`src/rtl/osc_pkg.sv`:
```
package osc_pkg;
  localparam int unsigned DATA_W    = 32;
  localparam int unsigned ADDR_W    = 2;
  localparam int unsigned ST_W      = 2;
  localparam int unsigned NUM_OSC   = 8;
  localparam int unsigned RANGE_LSB = 4;
  localparam int unsigned RANGE_W   = 4;
  localparam logic [RANGE_W-1:0] RANGE_RST = 4'd6;

  typedef enum logic [ADDR_W-1:0] {
    ADR_CTRL = 2'd0,
    ADR_IEN  = 2'd1,
    ADR_FLAG = 2'd2,
    ADR_CLR  = 2'd3
  } reg_addr_e;

  // source index = flag / interrupt-enable bit index
  localparam int unsigned OSC_MSPD  = 0;
  localparam int unsigned OSC_IHS   = 1;
  localparam int unsigned OSC_EHS   = 2;
  localparam int unsigned OSC_MPLL  = 3;
  localparam int unsigned OSC_APLLA = 4;
  localparam int unsigned OSC_APLLB = 5;
  localparam int unsigned OSC_ILS   = 6;
  localparam int unsigned OSC_ELS   = 7;

  // system clock status codes
  localparam logic [ST_W-1:0] ST_MSPD = 2'd0;
  localparam logic [ST_W-1:0] ST_IHS  = 2'd1;
  localparam logic [ST_W-1:0] ST_EHS  = 2'd2;
  localparam logic [ST_W-1:0] ST_MPLL = 2'd3;

  // enable bit position in control word; ready sits one above
  function automatic int unsigned en_pos(int unsigned i);
    case (i)
      OSC_MSPD:  return 0;
      OSC_IHS:   return 8;
      OSC_EHS:   return 16;
      OSC_MPLL:  return 24;
      OSC_APLLA: return 26;
      OSC_APLLB: return 28;
      OSC_ILS:   return 12;
      default:   return 14;
    endcase
  endfunction

  function automatic bit is_forced(int unsigned i);
    return (i == OSC_MSPD) || (i == OSC_IHS);
  endfunction

  function automatic logic [ST_W-1:0] force_code(int unsigned i);
    return (i == OSC_MSPD) ? ST_MSPD : ST_IHS;
  endfunction

  function automatic bit is_locked(int unsigned i);
    return (i == OSC_EHS) || (i == OSC_MPLL);
  endfunction

  function automatic logic [ST_W-1:0] lock_code(int unsigned i);
    return (i == OSC_EHS) ? ST_EHS : ST_MPLL;
  endfunction

  function automatic bit flag_from_off(int unsigned i);
    return (i == OSC_MSPD);
  endfunction

  function automatic bit reset_on(int unsigned i);
    return (i == OSC_MSPD);
  endfunction
endpackage

```
`src/rtl/osc_lane.sv`:
```
module osc_lane #(
  parameter int unsigned ST_W = 2,
  parameter bit RST_ON = 1'b0,
  parameter bit FORCE_EN = 1'b0,
  parameter logic [ST_W-1:0] FORCE_CODE = '0,
  parameter bit LOCK_EN = 1'b0,
  parameter logic [ST_W-1:0] LOCK_CODE = '0,
  parameter bit FROM_OFF_ONLY = 1'b0
) (
  input  logic            clk,
  input  logic            rst_ni,
  input  logic            ctrl_wr,
  input  logic            en_wr,
  input  logic            ien,
  input  logic [ST_W-1:0] status,
  output logic            en_q,
  output logic            rdy_q,
  output logic            raise
);
  logic en_d, rdy_d;
  logic forced, locked;

  assign forced = FORCE_EN && (status == FORCE_CODE);
  assign locked = LOCK_EN && (status == LOCK_CODE);

  always_comb begin
    en_d  = en_q;
    rdy_d = rdy_q;
    raise = 1'b0;
    if (ctrl_wr) begin
      if (forced) begin
        en_d  = 1'b1;
        rdy_d = 1'b1;
        raise = ien && (!FROM_OFF_ONLY || !en_q);
      end else if (locked && !en_wr) begin
        en_d  = en_q;
        rdy_d = rdy_q;
      end else begin
        en_d  = en_wr;
        rdy_d = en_wr;
        raise = ien && en_wr;
      end
    end
  end

  always_ff @(posedge clk or negedge rst_ni) begin
    if (!rst_ni) begin
      en_q  <= RST_ON;
      rdy_q <= RST_ON;
    end else if (ctrl_wr) begin
      en_q  <= en_d;
      rdy_q <= rdy_d;
    end
  end

  // ready never stands without its enable
  assert_rdy_needs_en_R4: assert property (@(posedge clk) disable iff (!rst_ni)
    rdy_q |-> en_q);

  assert_lock_keeps_on_R5: assert property (@(posedge clk) disable iff (!rst_ni)
    (ctrl_wr && locked && en_q) |=> en_q);

  assert_forced_on_R7: assert property (@(posedge clk) disable iff (!rst_ni)
    (ctrl_wr && forced) |=> (en_q && rdy_q));

  assert_raise_needs_ien_R3: assert property (@(posedge clk) disable iff (!rst_ni)
    raise |-> (ien && ctrl_wr));
endmodule

```
`src/rtl/osc_flags.sv`:
```
module osc_flags #(
  parameter int unsigned N = 8
) (
  input  logic         clk,
  input  logic         rst_ni,
  input  logic [N-1:0] raise,
  input  logic         clr_wr,
  input  logic [N-1:0] clr_mask,
  output logic [N-1:0] flags_q,
  output logic         irq_o
);
  logic [N-1:0] flags_d;
  logic [N-1:0] kill;
  logic         irq_d;

  assign kill = clr_wr ? clr_mask : '0;

  always_comb begin
    flags_d = (flags_q | raise) & ~kill;
    irq_d   = |flags_d;
  end

  always_ff @(posedge clk or negedge rst_ni) begin
    if (!rst_ni) begin
      flags_q <= '0;
      irq_o   <= 1'b0;
    end else begin
      flags_q <= flags_d;
      irq_o   <= irq_d;
    end
  end

  assert_clear_works_R10: assert property (@(posedge clk) disable iff (!rst_ni)
    clr_wr |=> ((flags_q & $past(clr_mask)) == '0));

  assert_flags_sticky_R9: assert property (@(posedge clk) disable iff (!rst_ni)
    !clr_wr |=> ((flags_q & $past(flags_q)) == $past(flags_q)));

  assert_irq_tracks_R11: assert property (@(posedge clk) disable iff (!rst_ni)
    irq_o == (|flags_q));
endmodule

```
`src/rtl/osc_ready_ctrl.sv`:
```
module osc_ready_ctrl
  import osc_pkg::*;
(
  input  logic                clk,
  input  logic                rst_n,
  input  logic                bus_sel,
  input  logic                bus_wr,
  input  logic [ADDR_W-1:0]   bus_addr,
  input  logic [DATA_W-1:0]   bus_wdata,
  output logic [DATA_W-1:0]   bus_rdata,
  input  logic [ST_W-1:0]     clk_status,
  output logic                irq_o
);
  logic [1:0] rst_sync;
  logic       rst_ni;

  always_ff @(posedge clk or negedge rst_n) begin
    if (!rst_n) rst_sync <= 2'b00;
    else        rst_sync <= {rst_sync[0], 1'b1};
  end
  assign rst_ni = rst_sync[1];

  logic ctrl_wr, ien_wr, clr_wr;
  assign ctrl_wr = bus_sel && bus_wr && (bus_addr == ADR_CTRL);
  assign ien_wr  = bus_sel && bus_wr && (bus_addr == ADR_IEN);
  assign clr_wr  = bus_sel && bus_wr && (bus_addr == ADR_CLR);

  logic [RANGE_W-1:0] range_q, range_d;
  logic [NUM_OSC-1:0] ien_q, ien_d;

  always_comb begin
    range_d = range_q;
    ien_d   = ien_q;
    if (ctrl_wr) range_d = bus_wdata[RANGE_LSB +: RANGE_W];
    if (ien_wr)  ien_d   = bus_wdata[NUM_OSC-1:0];
  end

  always_ff @(posedge clk or negedge rst_ni) begin
    if (!rst_ni) begin
      range_q <= RANGE_RST;
      ien_q   <= '0;
    end else begin
      if (ctrl_wr) range_q <= range_d;
      if (ien_wr)  ien_q   <= ien_d;
    end
  end

  logic [NUM_OSC-1:0] en_q, rdy_q, raise;

  for (genvar i = 0; i < NUM_OSC; i++) begin : g_lane
    osc_lane #(
      .ST_W(ST_W),
      .RST_ON(reset_on(i)),
      .FORCE_EN(is_forced(i)),
      .FORCE_CODE(force_code(i)),
      .LOCK_EN(is_locked(i)),
      .LOCK_CODE(lock_code(i)),
      .FROM_OFF_ONLY(flag_from_off(i))
    ) u_lane (
      .clk(clk),
      .rst_ni(rst_ni),
      .ctrl_wr(ctrl_wr),
      .en_wr(bus_wdata[en_pos(i)]),
      .ien(ien_q[i]),
      .status(clk_status),
      .en_q(en_q[i]),
      .rdy_q(rdy_q[i]),
      .raise(raise[i])
    );
  end

  logic [NUM_OSC-1:0] flags_q;

  osc_flags #(.N(NUM_OSC)) u_flags (
    .clk(clk),
    .rst_ni(rst_ni),
    .raise(raise),
    .clr_wr(clr_wr),
    .clr_mask(bus_wdata[NUM_OSC-1:0]),
    .flags_q(flags_q),
    .irq_o(irq_o)
  );

  logic [DATA_W-1:0] ctrl_img;

  always_comb begin
    ctrl_img = '0;
    ctrl_img[RANGE_LSB +: RANGE_W] = range_q;
    for (int unsigned i = 0; i < NUM_OSC; i++) begin
      ctrl_img[en_pos(i)]     = en_q[i];
      ctrl_img[en_pos(i) + 1] = rdy_q[i];
    end
  end

  always_comb begin
    bus_rdata = '0;
    if (bus_sel && !bus_wr) begin
      case (bus_addr)
        ADR_CTRL: bus_rdata = ctrl_img;
        ADR_IEN:  bus_rdata = {{(DATA_W-NUM_OSC){1'b0}}, ien_q};
        ADR_FLAG: bus_rdata = {{(DATA_W-NUM_OSC){1'b0}}, flags_q};
        default:  bus_rdata = '0;
      endcase
    end
  end

  assert_range_rw_R12: assert property (@(posedge clk) disable iff (!rst_ni)
    ctrl_wr |=> (range_q == $past(bus_wdata[RANGE_LSB +: RANGE_W])));

  assert_ien_held_R3: assert property (@(posedge clk) disable iff (!rst_ni)
    !ien_wr |=> $stable(ien_q));

  assert_no_side_write_R9: assert property (@(posedge clk) disable iff (!rst_ni)
    (bus_sel && bus_wr && bus_addr == ADR_FLAG) |=> ($stable(en_q) && $stable(ien_q)));
endmodule

```
`config.mk`:
```
export PLATFORM = sky130hd
export DESIGN_NAME = osc_ready_ctrl
export DESIGN_NICKNAME = d
export VERILOG_FILES = /design/src/rtl/osc_pkg.sv /design/src/rtl/osc_lane.sv /design/src/rtl/osc_flags.sv /design/src/rtl/osc_ready_ctrl.sv
export SDC_FILE = /design/constraint.sdc
export NUM_CORES = 1
export LEC_CHECK = 0
export BUFFER_PORTS_ARGS = -buffer_cell sky130_fd_sc_hd__buf_2
export CAP_MARGIN = 0
export CORE_UTILIZATION = 51
export DETAILED_ROUTE_END_ITERATION = 8
export GPL_TIMING_DRIVEN = 0
export PLACE_DENSITY_LB_ADDON = 0.05
export SYNTH_ARGS = -nofsm -noshare
export SYNTH_HDL_FRONTEND = slang
export SYNTH_HIERARCHICAL = 1
export SYNTH_SLANG_ARGS = --single-unit
```
`constraint.sdc`:
```
create_clock -name clk -period 1.7 [get_ports clk]
set_input_delay 0.17 -clock clk [delete_from_list [all_inputs] [get_ports clk]]
set_output_delay 0.17 -clock clk [all_outputs]
set_load 0.1 [all_outputs]
```
==> results.md, run 1 <==
- Status: finished with violations
- Failing checks: setup timing
- Detailed-router iteration count before antenna repair: 4
- Mean cell area of the mapped netlist: 10.93 µm²
- GRT overflow: 0
- Max-capacitance violation count: 0
- Number of levels the H-tree was split into: 2
- Class of the tightest hold or removal check: in2reg
- Total global routing track utilization: 0.2464
- Pin count of the biggest net entering global routing: 30
- Number of standard cells after synthesis: 161
- Critical path capture point: bus_rdata[1]
- Share of layout cells above drive strength 1: 0.5973
- Placer's final routability congestion estimate: 0.8021
- Antenna Violating Nets Remaining: 0
- Antenna violations before repair: 0
- Final critical path time including I/O delays and setup: 1.779 ns
- Dominant cells by area after synthesis: dfrtp_1, buf_4, mux2_2
- Maximum vdd ir drop: 0.0005988 V
- Area Growth Syn to Fin: 38.95%
- Critical setup path kind: reg2out
- Category of the worst setup path capture point: primary output
- Final routed wire length divided by cell count: 15.49 µm
- Post-route clock skew: 0.005596 ns
- Via count of the first global-routing pass: 1340
- Unrepaired setup endpoints after global routing: true
- Post-route fraction of the period consumed by the critical path: 1.046
- Capture point of the worst reg-to-reg path: u_flags/irq_o$_DFF_PN0_
- Most common cell after layout, fill and taps aside: buf_2
- Clock-pin slew on the worst setup and hold paths: 0.10 ns
- Synth Cell Area: 0.001760 mm²
- Count of synthesis-stage warnings from yosys: 6
- Worst setup slack after layout: -0.07899 ns
- Reg-to-reg setup timing slack: 0.10 ns
- Layout Nets: 265
- Share of power burned in combinational logic: 0.357
- Initial core utilization: 0.5583
- Overall die area: 0.003691 mm²
- Horizontal extent of the die: 60.75 µm
- Buffers from clock root to sink, at most: 2
- Aggregate routed wire length: 4183 µm
- Worst reg2reg startpoint: g_lane[0].u_lane/rdy_q$_DFFE_PN1P_
- Post-layout power: 2373 µW
- Placement row count: 20
- # setup viols final: 4
- Switching component of the power: 885.5 µW
- Hold Crit Depth: 2
- Number of buffers created by CTS: 5
- Unique masters post-synth: 33
- Fraction of the yosys area taken by sequential cells: 0.4428
- IO Count: 73
- CTS tree: yes
- Detail Placement HPWL: 2847 µm
- Die H: 60.75 µm
- Worst Setup Start Kind: register
- Total negative slack for setup checks: -0.1113 ns
- CP startpoint: g_lane[0].u_lane/rdy_q$_DFFE_PN1P_
- Cell at the root of the clock tree: clkbuf_4
- Largest area contributor in the synthesized netlist: dfrtp_1
- Number of sinks driven by the clock tree: 31
- Diodes inserted: 0
- Number of design rule violations left after detail routing: 0
- Cell-internal power: 1487 µW
- Count of state elements after synthesis: 31
- Fmax: 0.5621 GHz
- Starting DRC count in detailed routing: 53
- Via Count: 1415
- Part of the power in registers: 0.433
- Core region area: 0.003153 mm²
- Most frequent cells in the layout: buf_2, dfrtp_1, buf_4
- Leakage power summed over all cells: 0.001122 µW
- Slew headroom: 0.2316
- Sw Share: 0.3732
- Pwr/cell area: 970.1 mW/mm²
- Global-route wire length before repair: 6251 µm
- Latest clock arrival within the worst-skew pair: 0.33 ns
- Crit Path Max Fanout: 3
- Worst Path Arrival: 1.61 ns
- Port-buffer cells: 44
- Average vias per placed instance: 5.241
- Worst Tran Pin Value: 1.153 ns
- CP required: 1.53 ns
- Max-slew violation count: 0
- Top cell type's share of synthesized area: 0.3980
- Part of the total power dissipated in the clock network: 0.210
- Endpoints failing hold: 0
- Worst r2r path cells: 7
[cells in the mapped netlist, drive strengths merged]
cell type and number:
and3 6, a211oi 12, o21ai 1, nor4 2, mux2i 2, nand3 2, a31oi 1, nor2b 8
dfstp 3, nor2 5, conb 2, clkbuf 3, and2 14, a21oi 3, a2bb2oi 8, or3 1
a22oi 2, o21ba 1, inv 1, nand2b 8, mux2 16, dfrtp 28, buf 22, nand2 7
nand3b 1, nor3 2
[power by group through the flow]
stage	Clock (µW)	Sequential, µW	Combinational (µW)
CTS	512	1020	829
finish	498	1030	847
detailed placement	0	1040	778
global placement	0	1020	761
floorplan	0	1050	618
global route	534	1050	894
[worst min-delay path by stage]
stage	to	startpoint	slack, ns
floorplan	rst_sync[0]$_DFF_PN0_	rst_n	-0.13
global placement	rst_sync[0]$_DFF_PN0_	rst_n	-0.05
detailed placement	rst_sync[1]$_DFF_PN0_	rst_n	-0.04
CTS	u_flags/flags_q[3]$_DFF_PN0_	bus_wdata[3]	0.01
global route	u_flags/flags_q[3]$_DFF_PN0_	bus_wdata[3]	0.01
finish	u_flags/flags_q[3]$_DFF_PN0_	bus_wdata[3]	0.03
[per-layer routing]
layer | global-route usage | wire length, µm
met3 | 0.04478 | 147
met5 | 0 | 0
met4 | 0.1396 | 91
met1 | 0.2901 | 1720
met2 | 0.4239 | 2223
[state kept, by name, summed over array words and instances, names as in the netlist]
signal	cells
g_lane.u_lane/rdy_q	2
ien_q	8
u_flags/irq_o	1
g_lane.u_lane/en_q	6
range_q	4
u_flags/flags_q	8
rst_sync	2
[kinds of logic (layout without fill, tap and decap cells)]
kind of cell    after synthesis  in the layout  share of synthesized area
compound gates               28             28                     0.1343
buf+inv                      26             81                    0.09950
flops                        31             31                     0.4428
mux                          18             18                     0.1222
other cells                   2             11                   0.004266
simple gates                 56             57                     0.1969
[worst max-delay path, stage by stage (launching register included)]
cell      delay [ns]
dfstp_2         0.55
buf_4           0.10
nor2b_4         0.12
a211oi_2        0.05
a211oi_4        0.24
buf_12          0.21
[through the flow]
stage	hold WS [ns]	worst slack (ns)	utilization	instances	area (µm²)
2_1_floorplan	-0.1256	-0.1553	-	170	1894
3_3_place_gp	-0.04544	-0.2744	0.6881	258	2170
3_5_place_dp	-0.04486	-0.3388	0.6881	258	2170
4_1_cts	0.01278	-0.1020	0.7635	268	2407
5_1_grt	0.01032	-0.1160	0.7758	270	2446
6_report	0.02754	-0.07899	0.7758	270	2446
[layout make-up]
type                       count  area [µm²]
tap                           44       55.05
clock buffer                   8       68.82
inverter                       1       3.754
sequential                    31       779.5
fill                         227       706.9
timing repair buffer          47       380.4
buffer                        25       181.4
multi-input combinational    114       977.2
[timing repair]
item	4_1_cts	5_1_grt
endpoints found under the hold margin	2	0
gates resized for setup	44	11
hold buffers	1	0
setup endpoints to repair	18	21
setup buffers	1	1
pin swaps	5	4
gates cloned	0	1
Note: power is estimated with default switching activity, not from simulation.
==> inputs of run 2 (changes only) <==
--- a/config.mk
+++ b/config.mk
@@ -10,7 +10,7 @@
 export CORE_UTILIZATION = 51
 export DETAILED_ROUTE_END_ITERATION = 8
 export GPL_TIMING_DRIVEN = 0
-export PLACE_DENSITY_LB_ADDON = 0.05
+export PLACE_DENSITY = 0.84
 export SYNTH_ARGS = -nofsm -noshare
 export SYNTH_HDL_FRONTEND = slang
 export SYNTH_HIERARCHICAL = 1
==> run 2 against run 1 <==
  * The run still ends with setup timing left
  * Critical path depth unchanged
  * Clock-buffer cell count unchanged
  * Power is 0.16% lower
  * Largest power group unchanged
==> results.md, run 2 (synthesis gave the netlist of run 1 again) <==
- Crit Path Max Fanout: 3 (unchanged)
- CP startpoint: g_lane[0].u_lane/rdy_q$_DFFE_PN1P_ (unchanged)
- CP required: 1.53 ns (about the same)
- Worst Setup Start Kind: register (unchanged)
- IO Count: 73 (unchanged)
- Failing checks: setup timing (unchanged)
- Cell at the root of the clock tree: clkbuf_4 (unchanged)
- Worst reg2reg startpoint: g_lane[0].u_lane/rdy_q$_DFFE_PN1P_ (unchanged)
- Max-capacitance violation count: 0 (unchanged)
- Die H: 60.75 µm (unchanged)
- Kind of cell adding the most delay to the critical path: flip-flops (unchanged)
- Worst path bufs/invs: 2 (unchanged)
- Endpoints failing hold: 0 (unchanged)
- Hold Crit Depth: 2 (unchanged)
- Pwr/cell area: 974.1 mW/mm² (was 970.1 mW/mm²)
- Top Registers: ien_q x8, u_flags/flags_q x8, g_lane.u_lane/en_q x6 (unchanged)
- Post-route fraction of the period consumed by the critical path: 1.051 (was 1.046)
- Port-buffer cells: 44 (unchanged)
- Unrepaired setup endpoints after global routing: true (unchanged)
- Detailed-router iteration count before antenna repair: 4 (unchanged)
- Placer's final routability congestion estimate: 0.8328 (was 0.8021)
- Max-slew violation count: 0 (unchanged)
- GRT overflow: 0 (unchanged)
- Area Growth Syn to Fin: 38.17% (was 38.95%)
- Crit path max-delay cell type: dfstp_2 (unchanged)
- Clock-pin slew on the worst setup and hold paths: 0.10 ns (about the same)
- Most frequent cells in the layout: buf_2, dfrtp_1, buf_4 (unchanged)
- Category of the worst setup path capture point: primary output (unchanged)
- Critical path capture point: bus_rdata[1] (unchanged)
- Total global routing track utilization: 0.2490 (was 0.2464)
- Class of the tightest hold or removal check: in2reg (unchanged)
- Final critical path time including I/O delays and setup: 1.786 ns (was 1.779 ns)
- Worst Path Arrival: 1.62 ns (was 1.61 ns)
- Worst stage delay on the critical path: 0.57 ns (was 0.55 ns)
- Core region area: 0.003153 mm² (unchanged)
- Via count of the first global-routing pass: 1355 (was 1340)
- Reg-to-reg setup timing slack: 0.26 ns (was 0.10 ns)
- Capture point of the worst reg-to-reg path: u_flags/irq_o$_DFF_PN0_ (unchanged)
- Initial core utilization: 0.5583 (unchanged)
- Status: finished with violations (unchanged)
- Number of sinks driven by the clock tree: 31 (unchanged)
- Horizontal extent of the die: 60.75 µm (unchanged)
- Maximum vdd ir drop: 0.0006344 V (was 0.0005988 V)
- Aggregate routed wire length: 4236 µm (was 4183 µm)
- Buffers from clock root to sink, at most: 2 (unchanged)
- Average vias per placed instance: 5.152 (was 5.241)
- CTS tree: yes (unchanged)
- Slew headroom: 0.2189 (was 0.2316)
- Leakage power summed over all cells: 0.001112 µW (was 0.001122 µW)
- Pin count of the biggest net entering global routing: 30 (unchanged)
- Post-layout power: 2369 µW (was 2373 µW)
- Worst setup slack after layout: -0.08636 ns (was -0.07899 ns)
- Number of design rule violations left after detail routing: 0 (unchanged)
- Number of buffers created by CTS: 5 (unchanged)
- # setup viols final: 6 (was 4)
- Worst r2r path cells: 6 (was 7)
- Critical setup path kind: reg2out (unchanged)
- Antenna violations before repair: 0 (unchanged)
- Number of levels the H-tree was split into: 2 (unchanged)
- CP Depth: 5 (unchanged)
- Final routed wire length divided by cell count: 15.75 µm (was 15.49 µm)
- Global-route wire length before repair: 6506 µm (was 6251 µm)
- Placement row count: 20 (unchanged)
- Share of layout cells above drive strength 1: 0.5822 (was 0.5973)
- Layout Nets: 264 (was 265)
- Diodes inserted: 0 (unchanged)
- Via Count: 1386 (was 1415)
- Antenna Violating Nets Remaining: 0 (unchanged)
- Latest clock arrival within the worst-skew pair: 0.34 ns (was 0.33 ns)
- Worst Tran Pin Value: 1.172 ns (was 1.153 ns)
- Post-route clock skew: 0.006806 ns (was 0.005596 ns)
- Final Util: 0.7714 (was 0.7758)
- Critical-path cell list: buf_6 -> nor2b_4 -> a211oi_2 -> a211oi_4 -> buf_12 (was buf_4 -> nor2b_4 -> a211oi_2 -> a211oi_4 -> buf_12)
- Fmax: 0.5598 GHz (was 0.5621 GHz)
- Overall die area: 0.003691 mm² (unchanged)
- Detail Placement HPWL: 2919 µm (was 2847 µm)
- Starting DRC count in detailed routing: 38 (was 53)
run 2: cell types whose count changed in the layout (fill, tap and decap cells not counted):
cell | previous run | this run
clkbuf_1 | 1 | 2
a211oi_1 | 3 | 5
buf_2 | 30 | 28
clkbuf_4 | 6 | 9
buf_4 | 22 | 20
clkbuf_2 | 2 | 1
a211oi_2 | 3 | 1
run 2: per-layer routing:
metal | vias to the layer above | global-route usage | wire, µm
met2 | 53 | 0.4380 | 2210
met1 | 670 | 0.3093 | 1750
met3 | 4 | 0.06183 | 238
met5 | - | 0 | 0
met4 | 0 | 0.05844 | 36
li1 | 659 | - | -
run 2: worst min-delay path by stage:
stage               slack (ns)    startpoint                      endpoint
floorplan                -0.13         rst_n         rst_sync[0]$_DFF_PN0_
global placement         -0.05         rst_n         rst_sync[0]$_DFF_PN0_
detailed placement       -0.04         rst_n         rst_sync[1]$_DFF_PN0_
CTS                       0.02  bus_wdata[2]  u_flags/flags_q[2]$_DFF_PN0_
global route              0.02  bus_wdata[3]  u_flags/flags_q[3]$_DFF_PN0_
finish                    0.03  bus_wdata[2]  u_flags/flags_q[2]$_DFF_PN0_
run 2: per-stage QoR:
step / setup WS (ns) / TNS (ns) / hold slack, ns / std cells / area, µm²
after CTS: -0.08668 / -0.3441 / 0.02017 / 268 / 2397
final: -0.08636 / -0.2467 / 0.03031 / 269 / 2432
after floorplan: -0.1553 / -0.4497 / -0.1256 / 170 / 1894
after global routing: -0.1214 / -0.6007 / 0.02164 / 269 / 2432
after detailed placement: -0.3448 / -3.780 / -0.04084 / 258 / 2170
after global placement: -0.2743 / -3.290 / -0.04569 / 258 / 2170
run 2: worst reg2reg max path: stages (launching register included):
cell and delay, ns:
dfstp_2 0.57, buf_4 0.11, or3_1 0.10, a21oi_1 0.06, a2bb2oi_1 0.16, nor4_1 0.26
nand2_1 0.08
run 2: where the power goes:
group	internal, µW	switching, µW	leakage [µW]
clock network	243	254	0.0000386
logic	334	510	0.000708
registers	905	123	0.000365
run 2: what timing repair did:
| action | 4_1_cts | 5_1_grt |
|---|---|---|
| resized for setup | 42 | 10 |
| cloned | 0 | 1 |
| buffers inserted | 1 | 0 |
| hold endpoints to repair | 2 | 0 |
| pin swaps | 3 | 4 |
| hold buffers | 1 | 0 |
| endpoints found under the setup margin | 16 | 20 |
run 2: layout make-up:
cell class / instances / area, µm²
Timing Repair Buffer: 46 / 374.1
Sequential cell: 31 / 779.5
Multi-Input combinational cell: 114 / 967.2
Buffer: 25 / 183.9
Fill cell: 229 / 720.7
Inverter: 1 / 3.754
Tap cell: 44 / 55.05
Clock buffer: 8 / 68.82
